### src/rtl/vls_pkg.sv
package vls_pkg;
   typedef enum logic [1:0] {
      STRIDE_NONE = 2'd0,
      STRIDE_UNIT = 2'd1,
      STRIDE_ELEM = 2'd2,
      STRIDE_RSVD = 2'd3
   } stride_e;
endpackage

### src/rtl/vls_step_ctrl.sv
module vls_step_ctrl #(
   parameter int VL_W  = 7,
   parameter int MAXVL = 127
) (
   input  logic            clk,
   input  logic            rst_n,
   input  logic            start,
   input  logic [VL_W-1:0] vl,
   output logic            accept,
   output logic            busy,
   output logic            issue,
   output logic [VL_W-1:0] src_step,
   output logic [VL_W-1:0] dst_step,
   output logic            done
);
   localparam logic [VL_W-1:0] MAXV = VL_W'(MAXVL);

   logic [VL_W-1:0] len_q, vl_eff;
   logic            busy_q, fin_q, done_q, last;

   assign vl_eff = (vl > MAXV) ? MAXV : vl;
   assign accept = start & ~busy_q;
   assign issue  = busy_q;
   assign last   = (src_step == len_q - VL_W'(1));

   always_ff @(posedge clk) begin
      if (!rst_n) begin
         busy_q   <= 1'b0;
         fin_q    <= 1'b0;
         done_q   <= 1'b0;
         len_q    <= '0;
         src_step <= '0;
         dst_step <= '0;
      end else begin
         done_q <= fin_q | (accept & (vl_eff == '0));
         fin_q  <= busy_q & last;
         if (accept) begin
            busy_q   <= (vl_eff != '0);
            len_q    <= vl_eff;
            src_step <= '0;
            dst_step <= '0;
         end else if (busy_q) begin
            src_step <= src_step + VL_W'(1);
            dst_step <= dst_step + VL_W'(1);
            if (last) busy_q <= 1'b0;
         end
      end
   end

   assign busy = busy_q;
   assign done = done_q;
endmodule

### src/rtl/vls_disp_adjust.sv
module vls_disp_adjust
   import vls_pkg::*;
#(
   parameter int DISP_W    = 16,
   parameter int ADJ_W     = 32,
   parameter int STEP_W    = 7,
   parameter bit SHIFT_ADD = 1'b1
) (
   input  stride_e           mode,
   input  logic [DISP_W-1:0] disp,
   input  logic [STEP_W-1:0] step,
   input  logic [1:0]        wlog,
   output logic [ADJ_W-1:0]  adj
);
   localparam int EXT_W = ADJ_W - DISP_W;

   logic [ADJ_W-1:0] sd, step_x, unit_v, elem_v;

   assign sd     = {{EXT_W{disp[DISP_W-1]}}, disp};
   assign step_x = ADJ_W'(step);
   assign unit_v = sd + (step_x << wlog);

   generate
      if (SHIFT_ADD) begin : g_shadd
         logic [ADJ_W-1:0] part [STEP_W+1];
         assign part[0] = '0;
         for (genvar b = 0; b < STEP_W; b++) begin : g_bit
            assign part[b+1] = part[b] + (step[b] ? (sd << b) : '0);
         end
         assign elem_v = part[STEP_W];
      end else begin : g_mul
         assign elem_v = sd * step_x;
      end
   endgenerate

   always_comb begin
      unique case (mode)
         STRIDE_UNIT: adj = unit_v;
         STRIDE_ELEM: adj = elem_v;
         default:     adj = sd;
      endcase
   end
endmodule

### src/rtl/vls_addr_gen.sv
module vls_addr_gen #(
   parameter int ADDR_W = 64,
   parameter int ADJ_W  = 32
) (
   input  logic [ADDR_W-1:0] base,
   input  logic [ADJ_W-1:0]  adj,
   output logic [ADDR_W-1:0] addr
);
   localparam int EXT_W = ADDR_W - ADJ_W;
   assign addr = base + {{EXT_W{adj[ADJ_W-1]}}, adj};
endmodule

### src/rtl/vls_offset_gen.sv
module vls_offset_gen
   import vls_pkg::*;
#(
   parameter int ADDR_W    = 64,
   parameter int DISP_W    = 16,
   parameter int ADJ_W     = 32,
   parameter int VL_W      = 7,
   parameter int MAXVL     = 127,
   parameter bit SHIFT_ADD = 1'b1
) (
   input  logic              clk,
   input  logic              rst_n,
   input  logic              start,
   input  logic [VL_W-1:0]   vl,
   input  logic              is_store,
   input  logic [1:0]        mode,
   input  logic [DISP_W-1:0] disp,
   input  logic [ADDR_W-1:0] base,
   input  logic [1:0]        wlog,
   output logic              busy,
   output logic              out_valid,
   output logic [VL_W-1:0]   out_idx,
   output logic [ADJ_W-1:0]  out_disp,
   output logic [ADDR_W-1:0] out_addr,
   output logic              done
);
   generate
      if (DISP_W > ADJ_W)           begin : g_e0 $error("DISP_W exceeds ADJ_W"); end
      if (ADJ_W > ADDR_W)           begin : g_e1 $error("ADJ_W exceeds ADDR_W"); end
      if (MAXVL < 1)                begin : g_e2 $error("MAXVL below 1"); end
      if (MAXVL > (1 << VL_W) - 1)  begin : g_e3 $error("MAXVL does not fit VL_W"); end
   endgenerate

   logic              accept, issue;
   logic [VL_W-1:0]   src_step, dst_step, step;
   logic              st_q;
   stride_e           mode_q;
   logic [DISP_W-1:0] disp_q;
   logic [ADDR_W-1:0] base_q;
   logic [1:0]        wlog_q;
   logic [ADJ_W-1:0]  adj;
   logic [ADDR_W-1:0] addr;

   vls_step_ctrl #(.VL_W(VL_W), .MAXVL(MAXVL)) u_ctrl (
      .clk(clk), .rst_n(rst_n), .start(start), .vl(vl),
      .accept(accept), .busy(busy), .issue(issue),
      .src_step(src_step), .dst_step(dst_step), .done(done));

   always_ff @(posedge clk) begin
      if (!rst_n) begin
         st_q   <= 1'b0;
         mode_q <= STRIDE_NONE;
         disp_q <= '0;
         base_q <= '0;
         wlog_q <= '0;
      end else if (accept) begin
         st_q   <= is_store;
         mode_q <= stride_e'(mode);
         disp_q <= disp;
         base_q <= base;
         wlog_q <= wlog;
      end
   end

   assign step = st_q ? dst_step : src_step;

   vls_disp_adjust #(.DISP_W(DISP_W), .ADJ_W(ADJ_W), .STEP_W(VL_W),
                     .SHIFT_ADD(SHIFT_ADD)) u_adj (
      .mode(mode_q), .disp(disp_q), .step(step), .wlog(wlog_q), .adj(adj));

   vls_addr_gen #(.ADDR_W(ADDR_W), .ADJ_W(ADJ_W)) u_addr (
      .base(base_q), .adj(adj), .addr(addr));

   always_ff @(posedge clk) begin
      if (!rst_n) begin
         out_valid <= 1'b0;
         out_idx   <= '0;
         out_disp  <= '0;
         out_addr  <= '0;
      end else begin
         out_valid <= issue;
         if (issue) begin
            out_idx  <= step;
            out_disp <= adj;
            out_addr <= addr;
         end
      end
   end
endmodule

### config.mk
export PLATFORM = sky130hd
export DESIGN_NAME = vls_offset_gen
export DESIGN_NICKNAME = d
export VERILOG_FILES = /design/src/rtl/vls_pkg.sv /design/src/rtl/vls_step_ctrl.sv /design/src/rtl/vls_disp_adjust.sv /design/src/rtl/vls_addr_gen.sv /design/src/rtl/vls_offset_gen.sv
export SDC_FILE = /design/constraint.sdc
export NUM_CORES = 1
export LEC_CHECK = 0
export BUFFER_PORTS_ARGS = -buffer_cell sky130_fd_sc_hd__buf_2
export CORE_MARGIN = 2
export CORE_UTILIZATION = 50
export DETAILED_ROUTE_END_ITERATION = 10
export PLACE_DENSITY = 0.79
export SLEW_MARGIN = 20
export SYNTH_ARGS = -nofsm -noshare
export SYNTH_HDL_FRONTEND = slang
export SYNTH_SLANG_ARGS = --single-unit
### constraint.sdc
create_clock -name clk -period 20.6 [get_ports clk]
set_input_delay 1.03 -clock clk [delete_from_list [all_inputs] [get_ports clk]]
set_output_delay 1.03 -clock clk [all_outputs]
set_load 0.05 [all_outputs]
==> metrics.txt <==
critical path required time roughly 21 ns; FFs w/ async S/R, synth 0; metal3 WL 3170 microns; TritonCTS clock tree yes; commonest cells after routing, fill and taps aside 212 x dfxtp_1, 200 x buf_2, 184 x nor2_1, 170 x nand2_1, 132 x inv_1; Avg Cell Area, Syn 8.51 sq um; pin count of the biggest net entering global routing 93; Via density 6.00; CTS Sinks roughly 210; initial antenna violation count 0; total core area 31600 sq um; DR top layer met4; pre-CTS setup slack 11.27 ns; vias post-DR 14655; Max-cap violations 0; num ports 201; Finished Layout Cells 2441; slew margin rel. 0.243; Post-DRT Antenna Nets 0; Finish-stage setup viols 0; crit-path most repeated cell fa_1; syn_nets 2187; fin nets 2320; run status completed; P_leak 8.57 nW; GRT overflow 0; fmax roughly 0.11 GHz; clk_lat worst skew 0.55 ns; chip height 183 microns; crit-path max cell delay ~0.96 ns; # DRC 0; worst vdd ir between 60 and 70 uV; placed cell count 2395; Yosys reg bits approximately 210; yosys warns 0; setup TNS 0 ns; First DRT Iteration DRCs 1159; die area between 30000 and 40000 sq um; Post-synth EDFFs 0; Routed wire per std cell 19.4 microns; clk buf depth 3; CP Data Arrival Time 9.80 ns; Final Skew approximately 0.013 ns; antenna diode count 0; clock slew at reported path FFs ~0.06 ns; leading cell type in the layout, fill and taps excluded dfxtp_1; vias in the first global route 14355; CTS resizes 0; CP top delay family adder cells; final hold vios 0; WL met1 between 20000 and 25000 microns; htree depth 1; sequential fraction of the synthesis area 0.265; fin crit period 9.40 ns; First-pass DRT Iterations 6; Starting Density 0.509; metal2 WL about 22000 microns; post-CTS setup buffer count 0; CP Class reg -> reg; Power Dens Cells approximately 76 nW/um^2; Worst Hold Class reg -> reg; CP bufs+invs 1; share of cells above drive strength 1 0.144; die width 183 microns; startpoint types flip-flop; CTS Buf Count 26; CP max stage cell mux2i_1; Worst Setup End Kind flip-flop; PortBufs 200; gr usage total 0.282; routability congestion estimate 0.939; Post-Synthesis Cells approximately 1900; cell row count 65; final worst setup slack 11.20 ns; Worst Path Max Fanout 13; Routed WL 47400 microns; ys flop type dfxtp_1; Synth cell types 80; area of the mapped netlist 16100 sq um; Tcrit/Tclk final 0.456; post-DP HPWL 35900 microns; synth-to-layout area growth 13.5%; Hold-fix buffers, CTS 0; Worst Tran Pin Value 1.10 ns; global-route wire length before repair around 76000 microns; Root Driver clkbuf_16; Pins Over Slew Limit 0; unrepaired setup endpoints after global routing false
==> worst reg2reg max path: cells and delay by family, from the launching register on <==
| kind | cells | cell delay [ns] |
|---|---|---|
| buffers and inverters | 1 | 0.07 |
| muxes | 1 | 0.97 |
| adders and majority gates | 6 | 2.80 |
| and+or+nand+nor | 10 | 2.25 |
| DFF | 1 | 0.73 |
| AOI/OAI and AO/OA | 10 | 2.44 |
==> layer usage <==
metal	GRT usage	vias up
li1	-	6878
met1	0.367	7002
met2	0.471	640
met3	0.0375	135
met4	0.121	0
met5	0	-
==> synth_stat cells (9+ instances only) <==
library cell | count | area [sq um]
nor3_1 | 17 | 85.1
o21ai_1 | 38 | 190
nand3_1 | 22 | 110
inv_1 | 133 | 499
a21oi_1 | 129 | 646
o21ai_0 | 72 | 360
a211oi_1 | 21 | 158
or3_1 | 11 | 68.8
a31oi_1 | 13 | 81.3
buf_1 | 9 | 33.8
xor2_1 | 39 | 342
o21bai_1 | 18 | 135
nor2b_1 | 16 | 100
clkbuf_1 | 91 | 342
nand4_1 | 32 | 200
nand2b_1 | 10 | 62.6
nor2_1 | 186 | 698
o21a_1 | 15 | 113
a22o_1 | 81 | 709
xnor2_1 | 58 | 508
and3_1 | 12 | 75.1
a21o_1 | 56 | 420
and2_1 | 38 | 238
ha_1 | 107 | 1340
dfxtp_1 | 213 | 4260
fa_1 | 97 | 1940
nand2_1 | 170 | 638
mux2i_1 | 53 | 531
==> power breakdown <==
group	internal [mW]	switching [mW]	leakage, nW	total (mW)
sequential	0.447	0.0322	1.74	0.479
clock	0.317	0.186	0.467	0.503
combinational	0.130	0.275	6.36	0.404
total	0.894	0.492	8.57	1.39
==> per-stage QoR <==
step,cell area [sq um],hold WS [ns],utilization,power (mW)
floorplan,16100,0.413,-,0.778
global placement,17300,0.431,0.547,0.877
detailed placement,17300,0.433,0.547,0.884
CTS,18200,0.443,0.577,1.39
global route,18200,0.458,0.578,1.44
finish,18200,0.441,0.578,1.39
==> flip-flops by register name (all words and copies together) (netlist names) <==
| name | flops |
|---|---|
| u_ctrl.done | 1 |
| u_ctrl.len_q | 7 |
| mode_q | 2 |
| disp_q | 16 |
| st_q | 1 |
| wlog_q | 2 |
| out_idx | 7 |
| u_ctrl.src_step | 7 |
| out_addr | 64 |
| out_disp | 32 |
| base_q | 64 |
| out_valid | 1 |
| u_ctrl.fin_q | 1 |
| u_ctrl.busy | 1 |
| u_ctrl.dst_step | 7 |
==> cell families after synthesis <==
family                   after synthesis  share of synthesized area
XOR/XNOR                              97                     0.0529
multiplexers                          59                     0.0372
buffers and inverters                237                     0.0559
flip-flops                           213                      0.265
AND/OR/NAND/NOR                      538                      0.152
adder cells (fa/ha/maj)              204                      0.204
AO/OA/AOI/OAI                        540                      0.232
==> final timing paths <==
path | from | to | slack [ns] | depth (start not counted)
setup / recovery | st_q | out_addr[60] | 11.20 | 28
hold / removal | out_addr[48] | out_addr[48] | 0.44 | 2
setup reg to reg | st_q | out_addr[60] | 11.20 | 28
hold reg to reg | out_addr[48] | out_addr[48] | 0.44 | 2
==> layout make-up <==
cell class                 count  area [sq um]
timing repair buffer         209          1070
clock inverter                10           164
multi-input combinational   1438         10900
tap                          402           503
clock buffer                  36           791
fill                        2814         13300
sequential                   213          4270
inverter                     133           499
Power figures use the tool's default switching activity.
